--- src/rtl/bcd_serial_pkg.sv ---
package bcd_serial_pkg;

    localparam int DIGIT_W = 4;

    typedef enum logic [0:0] {
        ST_IDLE = 1'b0,
        ST_RUN  = 1'b1
    } seq_state_e;

endpackage

--- src/rtl/bcd_nines_comp.sv ---
module bcd_nines_comp
    import bcd_serial_pkg::*;
(
    input  logic [DIGIT_W-1:0] digit_i,
    input  logic               invert_i,
    output logic [DIGIT_W-1:0] digit_o
);

    logic [DIGIT_W-1:0] comp_w;

    // Gate-level nines complement: exact for 0..9, defined for every code
    always_comb begin
        comp_w[0] = ~digit_i[0];
        comp_w[1] =  digit_i[1];
        comp_w[2] =  digit_i[1] ^ digit_i[2];
        comp_w[3] = ~(digit_i[1] | digit_i[2] | digit_i[3]);
    end

    assign digit_o = invert_i ? comp_w : digit_i;

endmodule

--- src/rtl/bcd_digit_adder.sv ---
module bcd_digit_adder
    import bcd_serial_pkg::*;
(
    input  logic [DIGIT_W-1:0] x_i,
    input  logic [DIGIT_W-1:0] y_i,
    input  logic               cin_i,
    output logic [DIGIT_W-1:0] sum_o,
    output logic               cout_o
);

    logic [DIGIT_W:0] raw_w;
    logic [DIGIT_W:0] adj_w;

    always_comb begin
        raw_w  = {1'b0, x_i} + {1'b0, y_i} + {{DIGIT_W{1'b0}}, cin_i};
        cout_o = (raw_w > 5'd9);
        adj_w  = raw_w + 5'd6;
        sum_o  = cout_o ? adj_w[DIGIT_W-1:0] : raw_w[DIGIT_W-1:0];
    end

endmodule

--- src/rtl/bcd_seq_ctrl.sv ---
module bcd_seq_ctrl
    import bcd_serial_pkg::*;
#(
    parameter int DIGITS = 3
) (
    input  logic       clk_i,
    input  logic       rst_i,
    input  logic       start_i,
    input  logic       load_i,
    output logic       accept_o,
    output logic       step_o,
    output logic       last_o,
    output logic       load_en_o,
    output logic       done_o,
    output seq_state_e state_o
);

    localparam int CNT_W = (DIGITS > 1) ? $clog2(DIGITS) : 1;
    localparam logic [CNT_W-1:0] LAST_IDX = CNT_W'(DIGITS - 1);

    seq_state_e       state_q;
    seq_state_e       state_d;
    logic [CNT_W-1:0] idx_q;
    logic             done_q;

    // next state and control strobes
    always_comb begin
        state_d   = state_q;
        accept_o  = 1'b0;
        step_o    = 1'b0;
        last_o    = (idx_q == LAST_IDX);
        load_en_o = 1'b0;
        unique case (state_q)
            ST_IDLE: begin
                load_en_o = load_i;
                if (start_i) begin
                    accept_o = 1'b1;
                    state_d  = ST_RUN;
                end
            end
            ST_RUN: begin
                step_o = 1'b1;
                if (last_o) begin
                    state_d = ST_IDLE;
                end
            end
        endcase
    end

    // state, digit index and done registers
    always_ff @(posedge clk_i) begin
        if (rst_i) begin
            state_q <= ST_IDLE;
            idx_q   <= '0;
            done_q  <= 1'b0;
        end else begin
            state_q <= state_d;
            done_q  <= step_o && last_o;
            if (accept_o) begin
                idx_q <= '0;
            end else if (step_o) begin
                idx_q <= idx_q + CNT_W'(1);
            end
        end
    end

    assign done_o  = done_q;
    assign state_o = state_q;

endmodule

--- src/rtl/bcd_serial_addsub.sv ---
module bcd_serial_addsub
    import bcd_serial_pkg::*;
#(
    parameter int DIGITS = 3
) (
    input  logic                  clk_i,
    input  logic                  rst_i,
    input  logic                  load_i,
    input  logic [4*DIGITS-1:0]   a_i,
    input  logic [4*DIGITS-1:0]   b_i,
    input  logic                  start_i,
    input  logic                  sub_i,
    output logic                  done_o,
    output logic [4*DIGITS-1:0]   result_o,
    output logic                  carry_o
);

    localparam int W = DIGIT_W * DIGITS;

    logic [W-1:0]       a_q, b_q, res_q;
    logic [W-1:0]       a_shift, b_shift, res_shift;
    logic               carry_q;
    logic               carry_out_q;
    logic               sub_q;
    logic [DIGIT_W-1:0] a_mod_w, sum_w;
    logic               cout_w;

    logic               accept_w, step_w, last_w, load_en_w;
    seq_state_e         state_w;

    bcd_seq_ctrl #(.DIGITS(DIGITS)) u_ctrl (
        .clk_i     (clk_i),
        .rst_i     (rst_i),
        .start_i   (start_i),
        .load_i    (load_i),
        .accept_o  (accept_w),
        .step_o    (step_w),
        .last_o    (last_w),
        .load_en_o (load_en_w),
        .done_o    (done_o),
        .state_o   (state_w)
    );

    bcd_nines_comp u_comp (
        .digit_i  (a_q[DIGIT_W-1:0]),
        .invert_i (sub_q),
        .digit_o  (a_mod_w)
    );

    bcd_digit_adder u_add (
        .x_i    (a_mod_w),
        .y_i    (b_q[DIGIT_W-1:0]),
        .cin_i  (carry_q),
        .sum_o  (sum_w),
        .cout_o (cout_w)
    );

    // shift paths toward the least significant digit
    generate
        if (DIGITS > 1) begin : g_multi
            assign a_shift   = {{DIGIT_W{1'b0}}, a_q[W-1:DIGIT_W]};
            assign b_shift   = {{DIGIT_W{1'b0}}, b_q[W-1:DIGIT_W]};
            assign res_shift = {sum_w, res_q[W-1:DIGIT_W]};
        end else begin : g_single
            assign a_shift   = '0;
            assign b_shift   = '0;
            assign res_shift = sum_w;
        end
    endgenerate

    always_ff @(posedge clk_i) begin
        if (rst_i) begin
            a_q         <= '0;
            b_q         <= '0;
            res_q       <= '0;
            carry_q     <= 1'b0;
            carry_out_q <= 1'b0;
            sub_q       <= 1'b0;
        end else begin
            if (load_en_w) begin
                a_q <= a_i;
                b_q <= b_i;
            end else if (step_w) begin
                a_q <= a_shift;
                b_q <= b_shift;
            end
            if (accept_w) begin
                carry_q <= sub_i;
                sub_q   <= sub_i;
            end else if (step_w) begin
                carry_q <= cout_w;
                res_q   <= res_shift;
                if (last_w) begin
                    carry_out_q <= cout_w;
                end
            end
        end
    end

    assign result_o = res_q;
    assign carry_o  = carry_out_q;

endmodule

--- config.mk ---
export PLATFORM = sky130hd
export DESIGN_NAME = bcd_serial_addsub
export DESIGN_NICKNAME = d
export VERILOG_FILES = /design/src/rtl/bcd_serial_pkg.sv /design/src/rtl/bcd_nines_comp.sv /design/src/rtl/bcd_digit_adder.sv /design/src/rtl/bcd_seq_ctrl.sv /design/src/rtl/bcd_serial_addsub.sv
export SDC_FILE = /design/constraint.sdc
export NUM_CORES = 1
export LEC_CHECK = 0
export BUFFER_PORTS_ARGS = -buffer_cell sky130_fd_sc_hd__buf_4
export CAP_MARGIN = 20
export CORE_ASPECT_RATIO = 0.5
export CORE_UTILIZATION = 49
export DETAILED_ROUTE_END_ITERATION = 10
export PLACE_DENSITY = 0.75
export SLEW_MARGIN = 40
export SYNTH_ARGS = -nofsm -noshare
export SYNTH_HDL_FRONTEND = slang
export SYNTH_HIERARCHICAL = 1
export SYNTH_SLANG_ARGS = --single-unit
--- constraint.sdc ---
create_clock -name clk_i -period 2.72 [get_ports clk_i]
set_clock_uncertainty 0.1 [all_clocks]
set_input_delay 0.408 -clock clk_i [delete_from_list [all_inputs] [get_ports clk_i]]
set_output_delay 0.408 -clock clk_i [all_outputs]
set_load 0.03 [all_outputs]
# == Word level (Yosys, flattened, before mapping) ==
# Index checks and enable logic that the tools add are counted.
# op_classes
mux,14
n_bitwise,7
n_reduce_logical,6
n_lt_le_gt_ge,1
n_eq_ne,1
add_sub_neg,4
# ops
operator,n
$mux W12,4
$mux W4,2
$mux W1,7
$add A4 B4 Y5,1
$add A5 B1 Y5,1
$gt A5 B4 Y1 const B,1
$add A4 B3 Y4 const B,1
$not A1 Y1,4
$reduce_bool A2 Y1,2
$reduce_and A3 Y1,1
$add A2 B1 Y2 const B,1
$eq A2 B2 Y1 const B,1
$or A1 B1 Y1,2
$pmux W1 S2,1
$reduce_and A2 Y1,1
$reduce_or A2 Y1,1
$logic_and A1 B1 Y1,1
$xor A1 B1 Y1,1
# word_totals
inputBits,29
out_inout_bits,14
wordCells,42
regBits,43

# == Logic depth before layout (Yosys ltp) ==
# depth
ltp_word,9
ltp_mapped,12
ltp_nobuf,12

# == Hierarchy ==
# The synthesis kept the hierarchy.
# modules_own_cells
module,cells_per_inst,instances,area_each_um2
bcd_serial_addsub,172,1,1661.6
bcd_digit_adder,22,1,211.5
bcd_seq_ctrl,20,1,197.7
bcd_nines_comp,9,1,58.8

# == Worst setup path before layout ==
# No wires, ideal clock.
# synth_timing
path_kind,register to register
from,register sub_q
to,"register res_q[10], in the netlist result_o[10]"
setup_time_ps,71
slack_ps,-64
synth_period_minus_slack_ps,2784
t_arrival_ps,2614
stages_incl_launch_ff,11
required_time_ps,2549
cell_sequence,dfxtp_1 -> xor2_1 -> fa_1 -> fa_1 -> xnor2_1 -> ha_1 -> a31o_1 -> o31ai_4 -> mux2i_1 -> nand2_1 -> a21oi_1
# synth_between
elab_chain_cells,5
word_cells_on_any_way,6
# synth_lines
item,line,text
start: declaration,bcd_serial_addsub.sv:24,logic sub_q;
start signal: assignment,bcd_serial_addsub.sv:89,sub_q <= sub_i;
$mux W4,bcd_nines_comp.sv:19,assign digit_o = invert_i ? comp_w : digit_i;
via a_mod_w[0],bcd_serial_addsub.sv:25,"logic [DIGIT_W-1:0] a_mod_w, sum_w;"
$add A4 B4 Y5,bcd_digit_adder.sv:15,"raw_w = {1'b0, x_i} + {1'b0, y_i} + {{DIGIT_W{1'b0}}, cin_i};"
$add A5 B1 Y5,bcd_digit_adder.sv:15,
$gt A5 B4 Y1,bcd_digit_adder.sv:16,cout_o = (raw_w > 5'd9);
via cout_w,bcd_serial_addsub.sv:26,logic cout_w;
$mux W4,bcd_digit_adder.sv:18,sum_o = cout_o ? adj_w[DIGIT_W-1:0] : raw_w[DIGIT_W-1:0];
via sum_w[2],bcd_serial_addsub.sv:25,
end signal: assignment,bcd_serial_addsub.sv:92,res_q <= res_shift;
end: declaration,bcd_serial_addsub.sv:20,"logic [W-1:0] a_q, b_q, res_q;"
# The timed path passes the listed nets, and every way through them passes these cells.
# A chain may end at the register's enable or synchronous reset.

# == Worst setup path after layout ==
# layout_timing
from,register a_q[0]
to,"register res_q[9], in the netlist result_o[9]"
# layout_between
elab_chain_cells,6
word_cells_on_any_way,7
# layout_lines
item,line,text
start: declaration,bcd_serial_addsub.sv:20,
start signal: assignment,bcd_serial_addsub.sv:81,a_q <= a_i;
start signal: assignment,bcd_serial_addsub.sv:84,a_q <= a_shift;
$not A1 Y1,bcd_nines_comp.sv:13,comp_w[0] = ~digit_i[0];
$mux W4 (*),bcd_nines_comp.sv:19,
via a_mod_w[0],bcd_serial_addsub.sv:25,
$add A4 B4 Y5 (*),bcd_digit_adder.sv:15,
$add A5 B1 Y5 (*),bcd_digit_adder.sv:15,
$gt A5 B4 Y1 (*),bcd_digit_adder.sv:16,
via cout_w,bcd_serial_addsub.sv:26,
$mux W4 (*),bcd_digit_adder.sv:18,
via sum_w[1],bcd_serial_addsub.sv:25,
# Mark *: on every way through the listed nets, which the timed path passes. The rest lies on a longest branch.

==> reports/qor.csv <==
metric,value,unit
status,"complete, no violations",
async_flop_share,0,%
h-tree-depth,2,
crit_top_cell,fa_2,
cts_buffers,5,
antenna_found_initial,0,
grtUsageTotal,18.44,%
num_vias,1654,
ys_types,33,
final_net_count,305,
holdPathStages,3,
syn_nets,261,
die_area,4630,µm²
syn_avg_cell_area,9.550,µm²
maxCapViolCount,0,
end_kind,flop,
slowest_delay,0.54,ns
power.switching,0.4057,mW
hp-start,a_i[10],
drc_errors,0,
fillers,344,
place_hpwl,2767,µm
path_cells,xor2_1 -> fa_2 -> fa_2 -> inv_2 -> ha_4 -> a31o_4 -> o31ai_4 -> buf_4 -> xnor2_2 -> nand2_1 -> a21oi_1,
rsz0062_at_grt,true,
fin_area,2623,µm²
grt_remaining_overflow,0,
finalHoldViolations,0,
ys_warn_count,6,
r2r_start,a_q[0],
synth_flop_cell,dfxtp_1,
port_buffers,42,
seqPwrFrac,47.6,%
dr.pass1.iters,4,
synthCells,223,
final_cell_mix,"buf_4 (52), dfxtp_1 (42), nand2_1 (28)",
grt_pass1_vias,1383,
mostFrequentLayoutCell,buf_4,
drt_first_iter_violations,30,
fin_crit,2.689,ns
die_h,48.62,µm
root_buffer,clkbuf_8,
core_area,4024,µm²
grt_max_degree,44,
critical_path_required,2.85,ns
tightest_slew,0.4543,ns
crit_fanout,4,
rr_worst_depth,11,
r2r_end,result_o[9],
slowest_stage,fa_2,
clockBufferDepth,2,
clk_latency,0.29,ns
p_clk_share,27.1,%
antennaDiodeCount,0,
whs_endpoint,a_q[10],
leakage,1.126,nW
post_drt_via_cell_ratio,5.137,
clkTransAtPathRegs,0.08,ns
drv_slew,0,
postRouteAntennaNets,0,
switching_share,28.09,%
io_pins,43,
avgRoutedWirePerCell,12.59,µm
fin_crit_sh,98.86,%
r2r_slack,0.03,ns
critical_path_class,reg -> reg,
slew_headroom,69.71,%
clock_sinks,43,
crit_buf_inv,2,
fmax,371.9,MHz
crit_cells,11,
initial_core_util,52.92,%
hold_buffers,0,
finalSetupViolCount,0,
area_growth,23.15,%
placed_area,2479,µm²
setup_tns,0,ns
drive_gt1_share,32.84,%
rows,16,
die_w,95.23,µm
place.gp.congestion,0.6979,
crit_family,adder cells,
ys_seq_elements,43,
power_density,550.8,nW/µm²
combPwrFrac,25.3,%
start_kind,flop,
grt_pass1_wl,6520,µm
synth-edff-count,0,
p_int,1.039,mW
peakVddDrop,0.2483,mV
syn_area,2130,µm²
ys_seq_area_share,40.42,%
worst_hold_path_type,in -> reg,
arrival,2.82,ns
routed_wl,4055,µm
tritoncts,yes,
## cell type report
cell class,instances,area (µm²),area share (%)
Clock buffer,7,76.32,2.910
Multi-Input combinational cell,159,1199,45.71
Clock inverter,1,5.005,0.1908
Tap cell,54,67.56,2.576
Sequential cell,43,862.1,32.87
Timing Repair Buffer,52,390.4,14.89
Inverter,6,22.52,0.8588
## power groups by stage
stage	Sequential [mW]	Combinational [mW]	Clock [mW]
CTS	0.689	0.350	0.397
detailed placement	0.703	0.322	0
global placement	0.701	0.310	0
global route	0.692	0.397	0.430
finish	0.688	0.366	0.391
floorplan	0.707	0.224	0
## worst min-delay path: stages
cell and delay, ns:
buf_4 0.08, a21oi_1 0.05, nor2_1 0.07
## flip-flops by register name, indices dropped and copies added, names as in the netlist
signal	cells
b_q	12
result_o	12
carry_q	1
sub_q	1
carry_o	1
u_ctrl/done_o	1
u_ctrl/state_o	1
u_ctrl/idx_q	2
a_q	12
## stage by stage
stage	hold slack (ns)	instances	setup WS [ns]	total power, mW	util, %
global placement	0.3440	313	-0.04334	1.011	61.60
floorplan	0.3671	223	-0.003946	0.9311	-
global route	0.2422	322	-0.07162	1.520	65.17
detailed placement	0.3518	313	-0.1430	1.024	61.60
CTS	0.2387	321	-0.01290	1.436	64.61
finish	0.2444	322	0.03104	1.445	65.17
## logic make-up after synthesis
| logic type | share of synthesized area [%] |
|---|---|
| AND/OR/NAND/NOR | 16.86 |
| flip-flops | 40.42 |
| multiplexers | 19.80 |
| AO/OA/AOI/OAI | 9.812 |
| buffers and inverters | 5.875 |
| adder cells (fa/ha/maj) | 5.993 |
| XOR/XNOR | 1.234 |
## Yosys cell counts, drive strengths merged (2+ instances only)
library cell	n	area [µm²]
nor2b	3	18.77
ha	7	87.58
buf	12	91.33
mux2i	20	200.2
xnor2	2	17.52
nand3	2	10.01
inv	6	22.52
or3b	2	17.52
or2b	2	15.01
nand2	28	105.1
clkbuf	3	11.26
dfxtp	43	860.8
a21oi	26	130.1
mux2	16	221.5
nor3b	8	60.06
o21ai	3	15.01
and2b	3	22.52
fa	2	40.04
nor2	26	97.59
## layer usage
layer	GRT usage, %	share of wire [%]	vias up
li1	-	-	836
met1	24.85	48	767
met2	27.14	46	41
met3	5.346	4.9	10
met4	8.333	1.2	0
met5	0	0	-
## what timing repair did
item,in CTS,in global routing
pin swaps,3,4
setup endpoints to repair,5,5
resized for setup,9,4
buffers inserted,0,1
## how the worst max path moves through the flow
stage | endpoint | slack, ns | startpoint
final | result_o[9] | 0.03 | a_q[0]
after global routing | result_o[9] | -0.07 | a_q[0]
after CTS | result_o[10] | -0.01 | a_q[0]
after detailed placement | result_o[11] | -0.14 | a_q[0]
after global placement | result_o[10] | -0.04 | a_q[0]
after floorplan | result_o[11] | -0.004 | sub_q
(Power assumes the default switching activity.)
